**src/rtl/shpwm_pkg.sv**
```systemverilog
package shpwm_pkg;

    localparam int OFS_W  = 6;
    localparam int CTRL_W = 16;

    localparam logic [OFS_W-1:0] OFS_PER_ACT = 6'h08;
    localparam logic [OFS_W-1:0] OFS_CMP_ACT = 6'h0C;
    localparam logic [OFS_W-1:0] OFS_PER_SH  = 6'h10;
    localparam logic [OFS_W-1:0] OFS_CMP_SH  = 6'h14;
    localparam logic [OFS_W-1:0] OFS_CTRL    = 6'h2A;

    localparam int BIT_RUN  = 4;
    localparam int BIT_MODE = 9;
    localparam int BIT_INV  = 10;

    typedef enum logic [2:0] {
        SEL_NONE,
        SEL_PER_ACT,
        SEL_CMP_ACT,
        SEL_PER_SH,
        SEL_CMP_SH,
        SEL_CTRL
    } reg_sel_t;

    typedef struct packed {
        logic inv;
        logic mode;
        logic run;
    } ctrl_view_t;

    function automatic reg_sel_t decode_ofs(input logic [OFS_W-1:0] ofs);
        case (ofs)
            OFS_PER_ACT: return SEL_PER_ACT;
            OFS_CMP_ACT: return SEL_CMP_ACT;
            OFS_PER_SH:  return SEL_PER_SH;
            OFS_CMP_SH:  return SEL_CMP_SH;
            OFS_CTRL:    return SEL_CTRL;
            default:     return SEL_NONE;
        endcase
    endfunction

    function automatic ctrl_view_t decode_ctrl(input logic [CTRL_W-1:0] c);
        ctrl_view_t v;
        v.inv  = c[BIT_INV];
        v.mode = c[BIT_MODE];
        v.run  = c[BIT_RUN];
        return v;
    endfunction

endpackage

```
**src/rtl/shpwm_regs.sv**
```systemverilog
module shpwm_regs
    import shpwm_pkg::*;
#(
    parameter int CNT_W = 32
) (
    input  logic                 clk,
    input  logic                 rst,
    input  logic                 wr_en,
    input  logic [OFS_W-1:0]     wr_addr,
    input  logic [CNT_W-1:0]     wr_data,
    input  logic [OFS_W-1:0]     rd_addr,
    input  logic                 wrap,
    output logic [CNT_W-1:0]     rd_data,
    output logic [CNT_W-1:0]     per_act,
    output logic [CNT_W-1:0]     cmp_act,
    output ctrl_view_t           ctrl_v
);

    localparam int PAD_W = CNT_W - CTRL_W;

    logic [CNT_W-1:0]  per_sh, cmp_sh;
    logic [CTRL_W-1:0] ctrl_q;
    logic              pending;
    reg_sel_t          wsel, rsel;
    logic              wr_per_act, wr_cmp_act, wr_shadow;

    always_comb begin
        wsel       = decode_ofs(wr_addr);
        rsel       = decode_ofs(rd_addr);
        wr_per_act = wr_en && (wsel == SEL_PER_ACT);
        wr_cmp_act = wr_en && (wsel == SEL_CMP_ACT);
        wr_shadow  = wr_en && ((wsel == SEL_PER_SH) || (wsel == SEL_CMP_SH));
    end

    always_ff @(posedge clk) begin
        if (rst) begin
            per_act <= '0;
            cmp_act <= '0;
            per_sh  <= '0;
            cmp_sh  <= '0;
            ctrl_q  <= '0;
            pending <= 1'b0;
        end else begin
            pending <= (pending && !wrap) || wr_shadow;
            if (wr_en && wsel == SEL_PER_SH) per_sh <= wr_data;
            if (wr_en && wsel == SEL_CMP_SH) cmp_sh <= wr_data;
            if (wr_en && wsel == SEL_CTRL)   ctrl_q <= wr_data[CTRL_W-1:0];
            if (wr_per_act)                  per_act <= wr_data;
            else if (wrap && pending)        per_act <= per_sh;
            if (wr_cmp_act)                  cmp_act <= wr_data;
            else if (wrap && pending)        cmp_act <= cmp_sh;
        end
    end

    always_comb begin
        case (rsel)
            SEL_PER_ACT: rd_data = per_act;
            SEL_CMP_ACT: rd_data = cmp_act;
            SEL_PER_SH:  rd_data = per_sh;
            SEL_CMP_SH:  rd_data = cmp_sh;
            SEL_CTRL:    rd_data = {{PAD_W{1'b0}}, ctrl_q};
            default:     rd_data = '0;
        endcase
    end

    assign ctrl_v = decode_ctrl(ctrl_q);

    // a pending shadow pair lands in the active pair at the restart
    assert_shadow_load_R8: assert property (@(posedge clk) disable iff (rst)
        (wrap && pending && !wr_per_act) |=> per_act == $past(per_sh));

    // away from a restart the active period changes only by a direct write
    assert_no_midperiod_load_R8: assert property (@(posedge clk) disable iff (rst)
        (!wrap && !wr_per_act) |=> $stable(per_act));

    // a direct write to the active compare wins on the next clock
    assert_direct_write_R9: assert property (@(posedge clk) disable iff (rst)
        wr_cmp_act |=> cmp_act == $past(wr_data));

endmodule

```
**src/rtl/shpwm_timer.sv**
```systemverilog
module shpwm_timer #(
    parameter int CNT_W = 32
) (
    input  logic             clk,
    input  logic             rst,
    input  logic             run,
    input  logic [CNT_W-1:0] per,
    output logic [CNT_W-1:0] cnt,
    output logic             wrap
);

    assign wrap = run && (cnt >= per);

    always_ff @(posedge clk) begin
        if (rst)       cnt <= '0;
        else if (wrap) cnt <= '0;
        else if (run)  cnt <= cnt + 1'b1;
    end

    // reset leaves the counter at zero
    assert_reset_clear_R1: assert property (@(posedge clk)
        rst |=> cnt == '0);

    // a stopped counter keeps its value
    assert_stop_hold_R3: assert property (@(posedge clk) disable iff (rst)
        !run |=> $stable(cnt));

    // the counter restarts from zero after reaching the period
    assert_wrap_zero_R3: assert property (@(posedge clk) disable iff (rst)
        wrap |=> cnt == '0);

endmodule

```
**src/rtl/shpwm_wave.sv**
```systemverilog
module shpwm_wave #(
    parameter int CNT_W = 32
) (
    input  logic [CNT_W-1:0] cnt,
    input  logic [CNT_W-1:0] per,
    input  logic [CNT_W-1:0] cmp,
    input  logic             mode,
    input  logic             inv,
    output logic             pwm
);

    logic full_duty, level;

    always_comb begin
        full_duty = (cmp >= per);
        level     = full_duty || (cnt < cmp);
        pwm       = mode && (level ^ inv);
    end

endmodule

```
**src/rtl/shadow_pwm.sv**
```systemverilog
module shadow_pwm
    import shpwm_pkg::*;
#(
    parameter int CNT_W = 32
) (
    input  logic             clk,
    input  logic             rst,
    input  logic             wr_en,
    input  logic [5:0]       wr_addr,
    input  logic [CNT_W-1:0] wr_data,
    input  logic [5:0]       rd_addr,
    output logic [CNT_W-1:0] rd_data,
    output logic             pwm_out
);

    logic [CNT_W-1:0] per_act, cmp_act, cnt;
    logic             wrap;
    ctrl_view_t       ctrl_v;

    shpwm_regs #(.CNT_W(CNT_W)) u_regs (
        .clk     (clk),
        .rst     (rst),
        .wr_en   (wr_en),
        .wr_addr (wr_addr),
        .wr_data (wr_data),
        .rd_addr (rd_addr),
        .wrap    (wrap),
        .rd_data (rd_data),
        .per_act (per_act),
        .cmp_act (cmp_act),
        .ctrl_v  (ctrl_v)
    );

    shpwm_timer #(.CNT_W(CNT_W)) u_timer (
        .clk  (clk),
        .rst  (rst),
        .run  (ctrl_v.run),
        .per  (per_act),
        .cnt  (cnt),
        .wrap (wrap)
    );

    shpwm_wave #(.CNT_W(CNT_W)) u_wave (
        .cnt  (cnt),
        .per  (per_act),
        .cmp  (cmp_act),
        .mode (ctrl_v.mode),
        .inv  (ctrl_v.inv),
        .pwm  (pwm_out)
    );

    // mode bit clear keeps the pin low
    assert_mode_off_low_R7: assert property (@(posedge clk) disable iff (rst)
        !ctrl_v.mode |-> !pwm_out);

    // compare at or above period gives a constant high in normal polarity
    assert_full_duty_R5: assert property (@(posedge clk) disable iff (rst)
        (ctrl_v.mode && !ctrl_v.inv && cmp_act >= per_act) |-> pwm_out);

endmodule

```
**config.mk**
```make
export PLATFORM = sky130hd
export DESIGN_NAME = shadow_pwm
export DESIGN_NICKNAME = d
export VERILOG_FILES = /design/src/rtl/shpwm_pkg.sv /design/src/rtl/shpwm_regs.sv /design/src/rtl/shpwm_timer.sv /design/src/rtl/shpwm_wave.sv /design/src/rtl/shadow_pwm.sv
export SDC_FILE = /design/constraint.sdc
export NUM_CORES = 1
export LEC_CHECK = 0
export BUFFER_PORTS_ARGS = -buffer_cell sky130_fd_sc_hd__buf_2
export CAP_MARGIN = 20
export CORE_ASPECT_RATIO = 0.6
export CORE_MARGIN = 2
export CORE_UTILIZATION = 45
export CTS_BUF_LIST = sky130_fd_sc_hd__clkbuf_8
export DETAILED_ROUTE_END_ITERATION = 8
export PLACE_DENSITY_LB_ADDON = 0.25
export SYNTH_ARGS = -nofsm -noshare
export SYNTH_HDL_FRONTEND = slang
export SYNTH_HIERARCHICAL = 1
export SYNTH_SLANG_ARGS = --single-unit
```
**constraint.sdc**
```tcl
create_clock -name clk -period 4.5 [get_ports clk]
set_clock_uncertainty 0.05 [all_clocks]
set_input_delay 1.125 -clock clk [delete_from_list [all_inputs] [get_ports clk]]
set_output_delay 1.125 -clock clk [all_outputs]
set_load 0.02 [all_outputs]
```
Yosys cells after proc, flatten, opt, wreduce, memory -nomap -nowiden
Index checks and enable logic that the tools add are counted.
- register bits: 177
- input bits: 47
- output and inout bits: 33
- logic and storage cells: 56
- $add $sub $neg: 1
- $lt $le $gt $ge: 3
- equality and inequality tests: 20
- mux-type cells: 7
- bitwise logic cells: 1
- reductions and logical operators: 17
- operators by type and width (cell ; count):
    $pmux W32 S5 ; 1
    $mux W32 ; 4
    $ge A32 B32 Y1 ; 2
    $add A32 B1 Y32 const B ; 1
    $lt A32 B32 Y1 ; 1
    $pmux W3 S5 ; 2
    $eq A6 B4 Y1 const B ; 4
    $eq A6 B5 Y1 const B ; 4
    $eq A3 B2 Y1 const B ; 4
    $eq A3 B3 Y1 const B ; 4
    $eq A6 B6 Y1 const B ; 2
    $logic_and A1 B1 Y1 ; 10
    $eq A3 B1 Y1 const B ; 2
    $reduce_bool A2 Y1 ; 2
    $logic_or A1 B1 Y1 ; 3
    $reduce_or A2 Y1 ; 1
    $logic_not A1 Y1 ; 1
    $xor A1 B1 Y1 ; 1

Logic depth before layout (Yosys ltp)
Gate-level depths: netlist (run 1).
- depth in word-level cells: 6
- depth in mapped cells: 12
- mapped depth without buffers: 10

Modules after synthesis
Netlist (run 1), hierarchy kept.
- by module, submodules not included (module ; instances ; cells an instance ; area each (um^2) ; sequential area each (um^2)):
    shpwm_regs ; 1 ; 889 ; 7236.9 ; 2902.8
    shpwm_timer ; 1 ; 278 ; 2423.6 ; 640.6
    shpwm_wave ; 1 ; 222 ; 1591.5 ; 0.0

Least setup slack after synthesis (run 1)
No wires, ideal clock.
- path type: input port to output port
- from: in rd_addr[4]
- to: out rd_data[0]
- arrival time: 2.421 ns
- required time: 3.325 ns
- path slack: 0.904 ns
- stages: 5
- path buffers: 1
- cell sequence: or3b_2 nor3_2 buf_2 a222oi_1 nand2_1
- word-level cells in the longest chain between the ends: 4
- elaborated cells on any way between the ends: 12
- those cells by class: eq/ne (10); mux (2)
- RTL lines (what ; line ; text):
    start: declaration ; shadow_pwm.sv:11 ; input logic [5:0] rd_addr,
    $eq A6 B6 Y1, or another cell as far along ; shpwm_pkg.sv:32 ; case (ofs)
    $pmux W3 S5 (*) ; shpwm_pkg.sv:32 ;
    $eq A3 B3 Y1, or another cell as far along ; shpwm_regs.sv:56 ; case (rsel)
    $pmux W32 S5 (*) ; shpwm_regs.sv:56 ;
    end: declaration ; shadow_pwm.sv:12 ; output logic [CNT_W-1:0] rd_data,
Every way passes the cells marked *; elsewhere a longest branch is shown, timed or not.

Worst setup path in the final report (run 1)
- from: reg u_regs.cmp_act[14]
- to: out pwm_out
- word-level cells in the longest chain between the ends: 4
- elaborated cells on any way between the ends: 5
- those cells by class: order compare (2); bitwise (1); reduce/logical (2)
- RTL lines (what ; line ; text):
    start: declaration ; shpwm_regs.sv:15 ; output logic [CNT_W-1:0] cmp_act,
    start signal: assignment ; shpwm_regs.sv:50 ; if (wr_cmp_act) cmp_act <= wr_data;
    start signal: assignment ; shpwm_regs.sv:51 ; else if (wrap && pending) cmp_act <= cmp_sh;
    $ge A32 B32 Y1 / $lt A32 B32 Y1 (equally long branches) ; shpwm_wave.sv:15, shpwm_wave.sv:16 ;
    $logic_or A1 B1 Y1 (*) ; shpwm_wave.sv:16 ; level = full_duty || (cnt < cmp);
    $xor A1 B1 Y1 (*) ; shpwm_wave.sv:17 ; pwm = mode && (level ^ inv);
    $logic_and A1 B1 Y1 (*) ; shpwm_wave.sv:17 ;
    end: declaration ; shadow_pwm.sv:13 ; output logic pwm_out
Marks and branches as above.

==> results.toml, run 1 <==
[clock_network]
cts_tree = "done"
clkTransAtPathRegs_ns = 0.10
htreeDepth = 4
clockBufferDepth = 2
cts-buffers-inserted = 17
postCtsSetupBuffers = 0
cts_sinks = 177
clk_latency_ns = 0.51
holdBufCountCts = 0
cts-root-buf = "clkbuf_8"
post_cts_resized = 0

[floorplanning]
chipWidth_um = 208
initial_utilization_pct = 46.1
dieHeight_um = 126
num_rows = 44
io_pins = 80
core_mm2 = 0.0244
dieArea_mm2 = 0.0263

[synthesis]
synth_area_mm2 = 0.0113
syn_area_per_cell_um2 = 8.10
synthDistinctLibCells = 63
syn_nets = 1532
synth_area_leaders = "dfxtp_1, ha_1, nand2_1"
netlist_instances = 1389
synth_async_sr_flop_share_pct = 0
yosysWarnings = 6
synth-edff-count = 0
synth_top_cell_area_share_pct = 31.5
yosys.area.top_type = "dfxtp_1"
ys_seq_area_share_pct = 31.5
yosys_most_used_dff = "dfxtp_1"
synth-seq-cells = 177

[setup_path]
crit_start = "u_regs/cmp_act[14]$_SDFFE_PP0P_"
arrival_ns = 3.24
startpoint_type = "register"
required_ns = 3.32
path_class = "reg -> out"
crit_fanout = 4
critical_path_buf_inv_count = 2
cp-end-kind = "output port"
cpMaxStageDelayCell = "dfxtp_1"
crit_path_cell_trace = "inv_1, ha_1, nand4_1, nor3_1, o2111ai_1, o211ai_1, a211oi_1, a211oi_2, mux2i_1, buf_2"
r2r_start = "u_timer/cnt[0]$_SDFFE_PP0P_"
path_delay_family = "compound AO/OA/AOI/OAI gates"
cp_slowest_stage_delay_ns = 0.46

[detailed_routing]
vias_per_cell = 6.52
routed_wl_mm = 39.4
drc = 0
ant_nets = 0
drt_iter0_markers = 1736
wl_per_cell_um = 22.7
drt_pass1_iterations = 6
via_count = 11300

[power_and_ir_drop]
pwr-share-seq_pct = 51.6
p_clk_share_pct = 39.6
p_leak_uw = 0.00445
powerDensity_mw_per_mm2 = 251
switching_share_pct = 27.6
p_int_uw = 2230
p_comb_share_pct = 8.9
finalPower_uw = 3080
vdd_drop_max_mv = 0.195
switchingPower_uw = 852

[cells_and_area]
ff_latch_area_mm2 = 0.00354
drive_gt1_share_pct = 13.8
nets = 1539
final_cell_mix = "nand2_1, dfxtp_1, nand3_1"
final_common_cell = "nand2_1"
synthToLayoutAreaGrowth_pct = 9.20
finalNonFillerCells = 1735
num-fill-cells = 2356
multi_input_area_mm2 = 0.00684
final_area_mm2 = 0.0123

[timing]
period_minus_slack_ns = 4.41
rsz0062_at_grt = "no"
timing.slew.headroom_pct = 36.9
hold_viol = 0
finalSetupTns_ns = 0
max_freq_mhz = 227
tightest_slew_ns = 0.946
drv_slew = 0
setup_viol = 0
finalCritPeriodShare_pct = 98.1

[grt]
grt_busiest_layer = "met1"
grt-ovfl-total = 0
grt_util_met2_pct = 39.0
antenna_found_initial = 4
grtUsageMet3_pct = 9.66
grt_pass1_wl_mm = 60.9
grt.met1_usage_pct = 45.5
grt_start_max_net_pins = 145
grt_usage_pct = 29.6
grt_pass1_vias = 10400

[outcome]
outcome = "finished clean"

[place]
place_congestion = 0.928
io_buffers = 79
dpl-instance-area_mm2 = 0.0119
place_inst = 1699
dp_hpwl_mm = 25.7

[worst_hold_path]
hold_class = "reg -> reg"
hp-start = "u_regs/cmp_sh[16]$_SDFFE_PP0P_"

[run]
cap_violations = 0
==> worst register-to-register path: cells and delay by family (launching register included) <==
family,cells,cell delay (ns)
AO/OA/AOI/OAI,5,1.84
buffers and inverters,2,0.58
flip-flops,1,0.47
AND/OR/NAND/NOR,3,0.41
adder cells (fa/ha/maj),1,0.30
==> registers in the layout, summed over array words and instances, names as in the netlist <==
signal	cells
u_regs/cmp_act	32
u_regs/ctrl_q	16
u_regs/pending	1
u_regs/cmp_sh	32
u_regs/per_sh	32
u_timer/cnt	32
u_regs/per_act	32
==> area by class of cell <==
type | count | share of cell area [%]
diodes | 4 | 0.0815
well taps | 322 | 3.28
inverters | 97 | 2.96
clock inverters | 13 | 1.31
repair buffers | 110 | 5.74
multi-input cells | 993 | 55.6
flip-flops and latches | 177 | 28.8
clock buffers | 19 | 2.13
==> power by group through the flow <==
stage	Sequential [µW]	Combinational, µW	Clock (µW)
finish	1590	273	1220
detailed placement	1620	261	0
global placement	1620	259	0
global route	1590	289	1290
CTS	1590	262	1230
floorplan	1620	152	0
==> layer usage <==
metal | wire length (µm) | part of all wire, %
met1 | 18500 | 47
met4 | 546 | 1.4
met3 | 5030 | 13
met5 | 0 | 0
met2 | 15300 | 39
==> synthesized netlist by cell type (3+ instances only) <==
cell and number:
a211oi_2 3, a21o_1 9, a21oi_1 84, a222oi_1 32, a22oi_1 16, a311oi_1 64, and2_1 5, and3_1 10
and4_1 5, and4b_1 3, buf_2 23, buf_4 11, buf_6 6, clkbuf_1 80, dfxtp_1 177, ha_1 96
inv_1 97, mux2i_1 33, nand2_1 208, nand2b_1 4, nand3_1 103, nand4_1 56, nor2_1 18, nor2b_1 4
nor3_1 43, nor3_2 30, nor3b_1 3, nor4_1 35, o211ai_1 3, o21ai_0 16, o21ai_1 13, o31ai_1 34
xnor2_1 9, xor2_1 21
==> through the flow <==
stage          hold slack [ns]  utilization, %  setup slack [ns]
2_1_floorplan            0.398               -             0.904
3_3_place_gp             0.409            48.6             0.527
5_1_grt                  0.452            50.4            0.0260
6_report                 0.428            50.4            0.0874
3_5_place_dp             0.417            48.6             0.498
4_1_cts                  0.430            50.3             0.153
==> final timing paths <==
| check | to | slack, ns | depth (start not counted) |
|---|---|---|---|
| min reg2reg | u_regs/cmp_sh[16]$_SDFFE_PP0P_ | 0.43 | 2 |
| max reg2reg | u_regs/cmp_act[18]$_SDFFE_PP0P_ | 0.75 | 11 |
| max | pwm_out | 0.09 | 10 |
| min | u_regs/cmp_sh[16]$_SDFFE_PP0P_ | 0.43 | 2 |
==> cells by family after synthesis <==
logic type               count (synthesis)  synth area share [%]
buffers and inverters                  219                  8.33
multiplexers                            33                  2.94
AND/OR/NAND/NOR                        539                  24.9
flip-flops                             177                  31.5
XOR/XNOR                                30                  2.34
adder cells (fa/ha/maj)                 96                  10.7
AO/OA/AOI/OAI                          295                  19.3
No activity file was read; power rests on OpenSTA's default activity.
==> inputs of run 2 (changes only) <==
--- a/config.mk
+++ b/config.mk
@@ -7,6 +7,8 @@
 export LEC_CHECK = 0
 export BUFFER_PORTS_ARGS = -buffer_cell sky130_fd_sc_hd__buf_2
 export CAP_MARGIN = 20
+export CELL_PAD_IN_SITES_DETAIL_PLACEMENT = 0
+export CELL_PAD_IN_SITES_GLOBAL_PLACEMENT = 1
 export CORE_ASPECT_RATIO = 0.6
 export CORE_MARGIN = 2
 export CORE_UTILIZATION = 45
@@ -15,5 +17,4 @@
 export PLACE_DENSITY_LB_ADDON = 0.25
 export SYNTH_ARGS = -nofsm -noshare
 export SYNTH_HDL_FRONTEND = slang
-export SYNTH_HIERARCHICAL = 1
 export SYNTH_SLANG_ARGS = --single-unit
==> results.toml, run 2 <==
[outcome]
outcome = "finished clean"

[synthesis]
synth_async_sr_flop_share_pct = 0
yosysMostFrequentCell = "nand2_1"
yosysWarnings = 0
syn_nets = 1369
yosys-top-cells-count = "nand2_1, dfxtp_1, mux2i_1"
yosys_most_used_dff = "dfxtp_1"
synthDistinctLibCells = 49
yosys.area.top_type = "dfxtp_1"
netlist_instances = 1226
synth_area_mm2 = 0.0100
synth-seq-cells = 177
ys_seq_area_share_pct = 35.3
synth_top_cell_area_share_pct = 35.3
syn_area_per_cell_um2 = 8.19
synth-edff-count = 0
synth_area_leaders = "dfxtp_1, ha_1, mux2i_1"

[worst_hold_path]
hold_class = "reg -> reg"

[power_and_ir_drop]
p_int_uw = 2120
p_comb_share_pct = 5.2
p_clk_share_pct = 39.7
switchingPower_uw = 747
vdd_drop_max_mv = 0.175
powerDensity_mw_per_mm2 = 257
pwr-share-seq_pct = 55.1
p_leak_uw = 0.00475
switching_share_pct = 26.1

[timing]
period_minus_slack_ns = 4.26
holdWs_ns = 0.426
drv_slew = 0
setup_viol = 0
max_freq_mhz = 235
finalSetupTns_ns = 0
setup_ws_ns = 0.242
hold_viol = 0
rsz0062_at_grt = "no"
timing.slew.headroom_pct = 34.5
finalCritPeriodShare_pct = 94.6
tightest_slew_ns = 0.979

[floorplanning]
dieArea_mm2 = 0.0236
num_rows = 42
initial_utilization_pct = 45.7
core_mm2 = 0.0220
chipWidth_um = 197
dieHeight_um = 120
io_pins = 80

[grt]
grt_usage_pct = 27.6
antenna_found_initial = 1
grt_pass1_vias = 8433
grt-ovfl-total = 0
grt_pass1_wl_mm = 49.5
grt_start_max_net_pins = 69

[clock_network]
cts_tree = "done"
cts_sinks = 177
htreeDepth = 4
cts-root-buf = "clkbuf_8"
clk_latency_ns = 0.48
clockBufferDepth = 2
cts-buffers-inserted = 17
postCtsSetupBuffers = 0
clkTransAtPathRegs_ns = 0.10

[cells_and_area]
final_common_cell = "nand2_1"
final_cell_mix = "nand2_1, dfxtp_1, mux2i_1"
antenna_cells = 0
drive_gt1_share_pct = 11.6
nets = 1427
post-route-util_pct = 50.7
synthToLayoutAreaGrowth_pct = 10.8

[detailed_routing]
drt_pass1_iterations = 5
routed_wl_mm = 31.4
wl_per_cell_um = 19.8
ant_nets = 0
via_count = 8891
drt_iter0_markers = 1014
drc = 0
vias_per_cell = 5.62

[setup_path]
cpMaxStageDelayCell = "or4_1"
crit_fanout = 4
path_class = "reg -> out"
cp_slowest_stage_delay_ns = 0.52
crit_path_cell_trace = "inv_1, ha_1, nand4_1, nor2_1, nor4_1, a21oi_1, or4_1, o31ai_2, mux2i_1, buf_2"
required_ns = 3.32
arrival_ns = 3.08
startpoint_type = "register"
cp-end-kind = "output port"

[place]
dp_slack_ns = 0.592
place_congestion = 0.971
dp_hpwl_mm = 22.0
io_buffers = 79

[run]
cap_violations = 0
## run 2: changes by cell type after synthesis, moves of 34 or more
cell | previous run | this run
a311oi_1 | 64 | 0
nand4_1 | 56 | 22
mux2i_1 | 33 | 113
o21ai_1 | 13 | 60
clkbuf_1 | 80 | 46
nor2_1 | 18 | 67
nor3_1 | 43 | 8
nand3_1 | 103 | 14
o21ai_0 | 16 | 54
nand2_1 | 208 | 247
## run 2: cells by family after synthesis
group,share of synthesized area (%)
buf+inv,5.93
xor+xnor,2.53
flops,35.3
compound gates,16.1
fa+ha+maj,12.0
mux,11.3
simple gates,16.9
## run 2: metal layers
metal	track usage (%)	vias to the layer above	routed length (µm)
li1	-	4375	-
met1	45.5	4145	16500
met2	34.4	339	11200
met3	7.22	30	3240
met4	5.40	2	376
met5	0	-	12
## run 2: critical path: cells and delay by family, from the launching register on
family	cells	cell delay (ns)
AOI/OAI and AO/OA	2	0.47
adders and majority gates	1	0.31
buffers and inverters	2	0.27
DFF	1	0.47
muxes	1	0.21
and+or+nand+nor	4	0.87
## run 2: timing repair
action / CTS / global route
setup endpoints to repair: 0 / 1
resized for setup: 0 / 2
hold buffers: 0 / 0
## run 2: worst paths after layout
path                                    from                         endpoint  slack, ns  cells past startpoint
min           u_regs.cmp_sh[21]$_SDFFE_PP0P_   u_regs.cmp_sh[21]$_SDFFE_PP0P_       0.43                      2
min reg2reg   u_regs.cmp_sh[21]$_SDFFE_PP0P_   u_regs.cmp_sh[21]$_SDFFE_PP0P_       0.43                      2
max reg2reg  u_regs.per_act[25]$_SDFFE_PP0P_  u_regs.per_act[13]$_SDFFE_PP0P_       1.01                     10
max          u_regs.cmp_act[19]$_SDFFE_PP0P_                          pwm_out       0.24                     10
## run 2: cell type report
class	count	area, µm²
inverters	69	259
multi-input cells	914	5960
fillers	2131	10800
clock inverters	13	153
clock buffers	17	234
well taps	286	358
repair buffers	105	616
flip-flops and latches	177	3540
## run 2: power groups by stage
stage	Clock [µW]	Combinational [µW]	Sequential, µW
after floorplan	0	73.0	1610
after global placement	0	144	1610
after detailed placement	0	146	1610
after CTS	1160	146	1580
after global routing	1230	160	1580
final	1140	149	1580
## run 2: metrics by stage
step	area, µm²	instances	power [µW]
floorplan	10000	1226	1680
global placement	10700	1551	1760
detailed placement	10700	1551	1760
CTS	11100	1581	2880
global route	11100	1581	2970
finish	11100	1581	2860
